[src/rtl/ihc_pkg.sv]
package ihc_pkg;

  // Generate/propagate pair for one bit or one group of bits.
  typedef struct packed {
    logic g;
    logic p;
  } gp_t;

  // Per-bit terms: generate is AND, propagate is XOR (reused for the sum).
  function automatic gp_t gp_bit(input logic a, input logic b);
    gp_t r;
    r.g = a & b;
    r.p = a ^ b;
    return r;
  endfunction

  // Combine a more significant span (hi) with the span below it (lo).
  function automatic gp_t gp_merge(input gp_t hi, input gp_t lo);
    gp_t r;
    r.g = hi.g | (hi.p & lo.g);
    r.p = hi.p & lo.p;
    return r;
  endfunction

  // Carry out of a span, given the carry into it.
  function automatic logic carry_out(input gp_t x, input logic cin);
    return x.g | (x.p & cin);
  endfunction

endpackage

[src/rtl/ihc_rst_capture.sv]
module ihc_rst_capture (
  input  logic clk,
  input  logic srst,
  output logic rst_q
);

  // Sampled on the falling edge, so the next rising edge uses a stable value.
  always_ff @(negedge clk) begin
    rst_q <= srst;
  end

endmodule

[src/rtl/ihc_halving_adder.sv]
module ihc_halving_adder #(
  parameter int W     = 8,
  parameter int GROUP = 2
) (
  input  logic [W-1:0] a,
  input  logic [W-1:0] b,
  output logic [W-1:0] half_sum
);
  import ihc_pkg::*;

  localparam int NG = (W + GROUP - 1) / GROUP;

  gp_t        bit_gp [W];
  gp_t        pre_gp [W];   // prefix within a group, up to and including bit j
  logic [NG-1:0] grp_c;     // carry out of each group
  logic [W-1:0]  cin;       // carry into each bit
  logic [W-1:0]  sum;

  for (genvar j = 0; j < W; j++) begin : g_bit
    assign bit_gp[j] = gp_bit(a[j], b[j]);

    if ((j % GROUP) == 0) begin : g_head
      assign pre_gp[j] = bit_gp[j];
      if (j == 0) begin : g_first
        assign cin[j] = 1'b0;
      end else begin : g_next
        assign cin[j] = grp_c[j/GROUP - 1];
      end
    end else begin : g_body
      assign pre_gp[j] = gp_merge(bit_gp[j], pre_gp[j-1]);
      assign cin[j]    = carry_out(bit_gp[j-1], cin[j-1]);
    end

    assign sum[j] = bit_gp[j].p ^ cin[j];
  end

  for (genvar k = 0; k < NG; k++) begin : g_grp
    localparam int HI = ((k + 1) * GROUP > W) ? (W - 1) : ((k + 1) * GROUP - 1);
    if (k == 0) begin : g_c0
      assign grp_c[k] = carry_out(pre_gp[HI], 1'b0);
    end else begin : g_cn
      assign grp_c[k] = carry_out(pre_gp[HI], grp_c[k-1]);
    end
  end

  // Halving: drop bit 0, final carry becomes the MSB.
  assign half_sum = {grp_c[NG-1], sum[W-1:1]};

endmodule

[src/rtl/ihc_endpoint_reg.sv]
module ihc_endpoint_reg #(
  parameter int          W         = 8,
  parameter logic [W-1:0] RESET_VAL = '0
) (
  input  logic         clk,
  input  logic         clear,
  input  logic         load,
  input  logic [W-1:0] d,
  output logic [W-1:0] q
);

  always_ff @(posedge clk) begin
    if (clear) begin
      q <= RESET_VAL;
    end else if (load) begin
      q <= d;
    end
  end

endmodule

[src/rtl/ihc_interval_ctrl.sv]
module ihc_interval_ctrl #(
  parameter int W     = 8,
  parameter int GROUP = 2
) (
  input  logic         clk,
  input  logic         srst,
  input  logic         dir_up,
  output logic [W-1:0] mid_o,
  output logic [W-1:0] lo_o,
  output logic [W-1:0] hi_o
);

  localparam logic [W-1:0] LO_INIT = '0;
  localparam logic [W-1:0] HI_INIT = '1;

  logic         rst_q;
  logic         load_left;
  logic         load_right;
  logic [W-1:0] left_q;
  logic [W-1:0] right_q;
  logic [W-1:0] mid_w;

  ihc_rst_capture u_rst (
    .clk   (clk),
    .srst  (srst),
    .rst_q (rst_q)
  );

  // Reset wins; otherwise exactly one endpoint is selected by direction.
  always_comb begin
    load_left  = 1'b0;
    load_right = 1'b0;
    if (!rst_q) begin
      load_left  = dir_up;
      load_right = !dir_up;
    end
  end

  ihc_endpoint_reg #(.W(W), .RESET_VAL(LO_INIT)) u_left (
    .clk   (clk),
    .clear (rst_q),
    .load  (load_left),
    .d     (mid_w),
    .q     (left_q)
  );

  ihc_endpoint_reg #(.W(W), .RESET_VAL(HI_INIT)) u_right (
    .clk   (clk),
    .clear (rst_q),
    .load  (load_right),
    .d     (mid_w),
    .q     (right_q)
  );

  ihc_halving_adder #(.W(W), .GROUP(GROUP)) u_add (
    .a        (left_q),
    .b        (right_q),
    .half_sum (mid_w)
  );

  assign mid_o = mid_w;
  assign lo_o  = left_q;
  assign hi_o  = right_q;

endmodule

[config.mk]
export PLATFORM = sky130hd
export DESIGN_NAME = ihc_interval_ctrl
export DESIGN_NICKNAME = d
export VERILOG_FILES = /design/src/rtl/ihc_pkg.sv /design/src/rtl/ihc_rst_capture.sv /design/src/rtl/ihc_halving_adder.sv /design/src/rtl/ihc_endpoint_reg.sv /design/src/rtl/ihc_interval_ctrl.sv
export SDC_FILE = /design/constraint.sdc
export NUM_CORES = 1
export LEC_CHECK = 0
export ABC_AREA = 0
export BUFFER_PORTS_ARGS = -buffer_cell sky130_fd_sc_hd__buf_2
export CORE_AREA = 8 8 63 54
export CTS_BUF_LIST = sky130_fd_sc_hd__clkbuf_4
export DETAILED_ROUTE_END_ITERATION = 8
export DIE_AREA = 0 0 71 62
export GPL_ROUTABILITY_DRIVEN = 0
export HOLD_SLACK_MARGIN = 0.12
export SLEW_MARGIN = 10
export SYNTH_ARGS = -nofsm -noshare
export SYNTH_HDL_FRONTEND = slang
export SYNTH_SLANG_ARGS = --single-unit
[constraint.sdc]
create_clock -name clk -period 2.8 [get_ports clk]
set_input_delay 0.14 -clock clk [delete_from_list [all_inputs] [get_ports clk]]
set_output_delay 0.14 -clock clk [all_outputs]
set_load 0.02 [all_outputs]
==> impl_results.md <==
- Port Buffers: 26
- Hold Path Class: in -> reg
- Starting Density: 38.9%
- Critical path arrival: 2.34 ns
- Worst slew margin: 66.3%
- Outcome: completed
- Slowest cell on the critical path: dfxtp_1
- Critical-path maximum fanout: 4
- Area grow syn2layout: 17.6%
- First-pass GRT wire length: 3130 um
- Fmax: 0.403 GHz
- Final instance area: 1080 um^2
- Mapped Cells: 89
- Netlist cell types: 26
- CTS max path bufs: 2
- CORE AREA: 2360 um^2
- Final Max Tran Viols: 0
- Die height: 62 um
- Routed vias/inst: 4.83
- Crit-path cells: ha_1 -> a21o_1 -> a21oi_1 -> o21a_1 -> inv_1 -> fa_1 -> xor2_1 -> buf_2
- Sequential fraction of the synthesis area: 37.1%
- Share of cells above drive strength 1: 30.8%
- Die area: 4400 um^2
- Synth Register Bits: 17
- Worst skew pair latency: 0.34 ns
- Commonest non-fill, non-tap cells in the layout: 26 x buf_2, 17 x dfxtp_1, 9 x inv_1, 9 x mux2i_1, 7 x nor2_1
- Setup bufs post-CTS: 0
- Setup CP Type: reg -> out
- # DRC: 0
- CP Capture Type: output pin
- DPL Wire Length: 1440 um
- TritonCTS buffer count: 3
- Vias in the first global route: 709
- Top Family by Delay on Critical Path: adder cells
- Diode count: 0
- Initial antenna violation count: 0
- H-tree Lvls: 1
- RSZ-0062 raised after global routing: false
- Die Wd: 71 um
- Buf/Inv on CP: 2
- Avg Inst Size Synth: 10.3 um^2
- Setup Skew: 0.0552 ns
- Fin Setup TNS: 0 ns
- Max incr delay on CP: 0.42 ns
- Final Setup Violations: 0
- CTS tree: done
- Post-DRT Antenna Nets: 0
- Worst path required time: 2.66 ns
- Synth warnings: 0
- Crit start category: flop
- Post-CTS sizing: 0
- I/O Pins: 27
- Placed Area: 1050 um^2
- Sink Count: 17
- DRT Pass-1 Iters: 4
- DRT iter0 DRCs: 24
- Fin util: 45.7%
- GRT Overall Usage: 8.99%
- Post-synth net total: 102
- Routed WL: 1830 um
- GRT Residual Overflow: 0
- Nets: 131
- Crit path time final: 2.48 ns
- Hold Vio Cnt, Final: 0
- Fin crit share: 88.6%
- Root Driver: clkbuf_4
- Most common cell after layout, fill and taps aside: buf_2
- Post-CTS Hold Fix Bufs: 0
- Number of max-cap violations: 0
- Largest net degree at the start of global routing: 25
- Num rows: 16
- DR vias: 696
- WL/cell: 12.7 um
- Tightest Pin Transition: 0.506 ns
- Reg clk slew, reported paths: 0.10 ns
- Fillers: 250
- Cell Area, Synth: 918 um^2
## per-stage QoR
step                      instances  hold slack (ns)  setup slack (ns)
final                           144            0.378             0.321
after global routing            144            0.383             0.106
after CTS                       144            0.369             0.289
after detailed placement        140            0.487             0.368
after global placement          140            0.484             0.417
after floorplan                  89            0.349             0.204
## synth_stat cells
library cell | number | area share, %
o21a_1 | 1 | 0.82
a21o_1 | 1 | 0.82
o22ai_1 | 1 | 0.68
a21oi_1 | 3 | 1.6
a211oi_2 | 2 | 2.7
a211o_2 | 2 | 2.2
a211o_1 | 1 | 0.95
nand2_1 | 4 | 1.6
ha_1 | 6 | 8.2
nor2b_1 | 2 | 1.4
or2b_1 | 1 | 0.82
buf_12 | 1 | 2.2
inv_1 | 8 | 3.3
xnor2_1 | 1 | 0.95
and2b_2 | 2 | 1.9
o21ai_0 | 4 | 2.2
nand2b_1 | 6 | 4.1
fa_1 | 4 | 8.7
nand4b_1 | 1 | 0.95
buf_6 | 1 | 1.2
xor2_1 | 2 | 1.9
nand3_1 | 1 | 0.54
buf_2 | 1 | 0.54
mux2i_1 | 9 | 9.8
nor2_1 | 7 | 2.9
dfxtp_1 | 17 | 37
## worst reg2reg max path: cells and delay by family, from the launching register on
kind,cells,cell delay [ns]
AOI/OAI and AO/OA,3,0.61
adders and majority gates,2,0.90
buffers and inverters,2,0.14
DFF,1,0.36
and+or+nand+nor,2,0.33
## worst paths after layout
kind                                   start           end  slack (ns)  cells past startpoint
worst max register to register   u_left.q[1]  u_right.q[5]        0.35                      9
worst min register to register  u_right.q[3]  u_right.q[3]        0.51                      1
worst min-delay path                  dir_up  u_right.q[6]        0.38                      3
worst max-delay path             u_left.q[4]      mid_o[6]        0.32                      8
## cells by family (layout without fill, tap and decap cells)
| kind of cell | after synthesis | count (layout) | share of synthesized area [%] |
|---|---|---|---|
| and+or+nand+nor | 24 | 24 | 14.2 |
| DFF | 17 | 17 | 37.1 |
| AOI/OAI and AO/OA | 15 | 15 | 12.0 |
| buffers and inverters | 11 | 39 | 7.22 |
| adders and majority gates | 10 | 10 | 16.9 |
| muxes | 9 | 9 | 9.81 |
| xor gates and xnor gates | 3 | 3 | 2.86 |
## state kept, by name, summed over array words and instances (netlist names)
register	cells
u_rst.rst_q	1
u_left.q	8
u_right.q	8
## final cells by class
cell class | instances | area [um^2] | share of cell area [%]
Timing Repair Buffer | 27 | 138 | 12.7
Clock buffer | 3 | 22.5 | 2.09
Sequential cell | 17 | 340 | 31.5
Tap cell | 27 | 33.8 | 3.13
Inverter | 7 | 26.3 | 2.43
Multi-Input combinational cell | 61 | 512 | 47.4
Clock inverter | 2 | 7.51 | 0.695
## layer usage
layer	vias to the layer above	GRT usage, %	routed length [um]
met2	24	15.3	809
met3	2	5.29	162
li1	352	-	-
met1	318	9.55	841
met4	0	2.06	12
met5	-	0	0
Power is left out: the tool's default activity adds up to more than one toggle a clock period on the data nets, which glitch-free logic cannot reach.
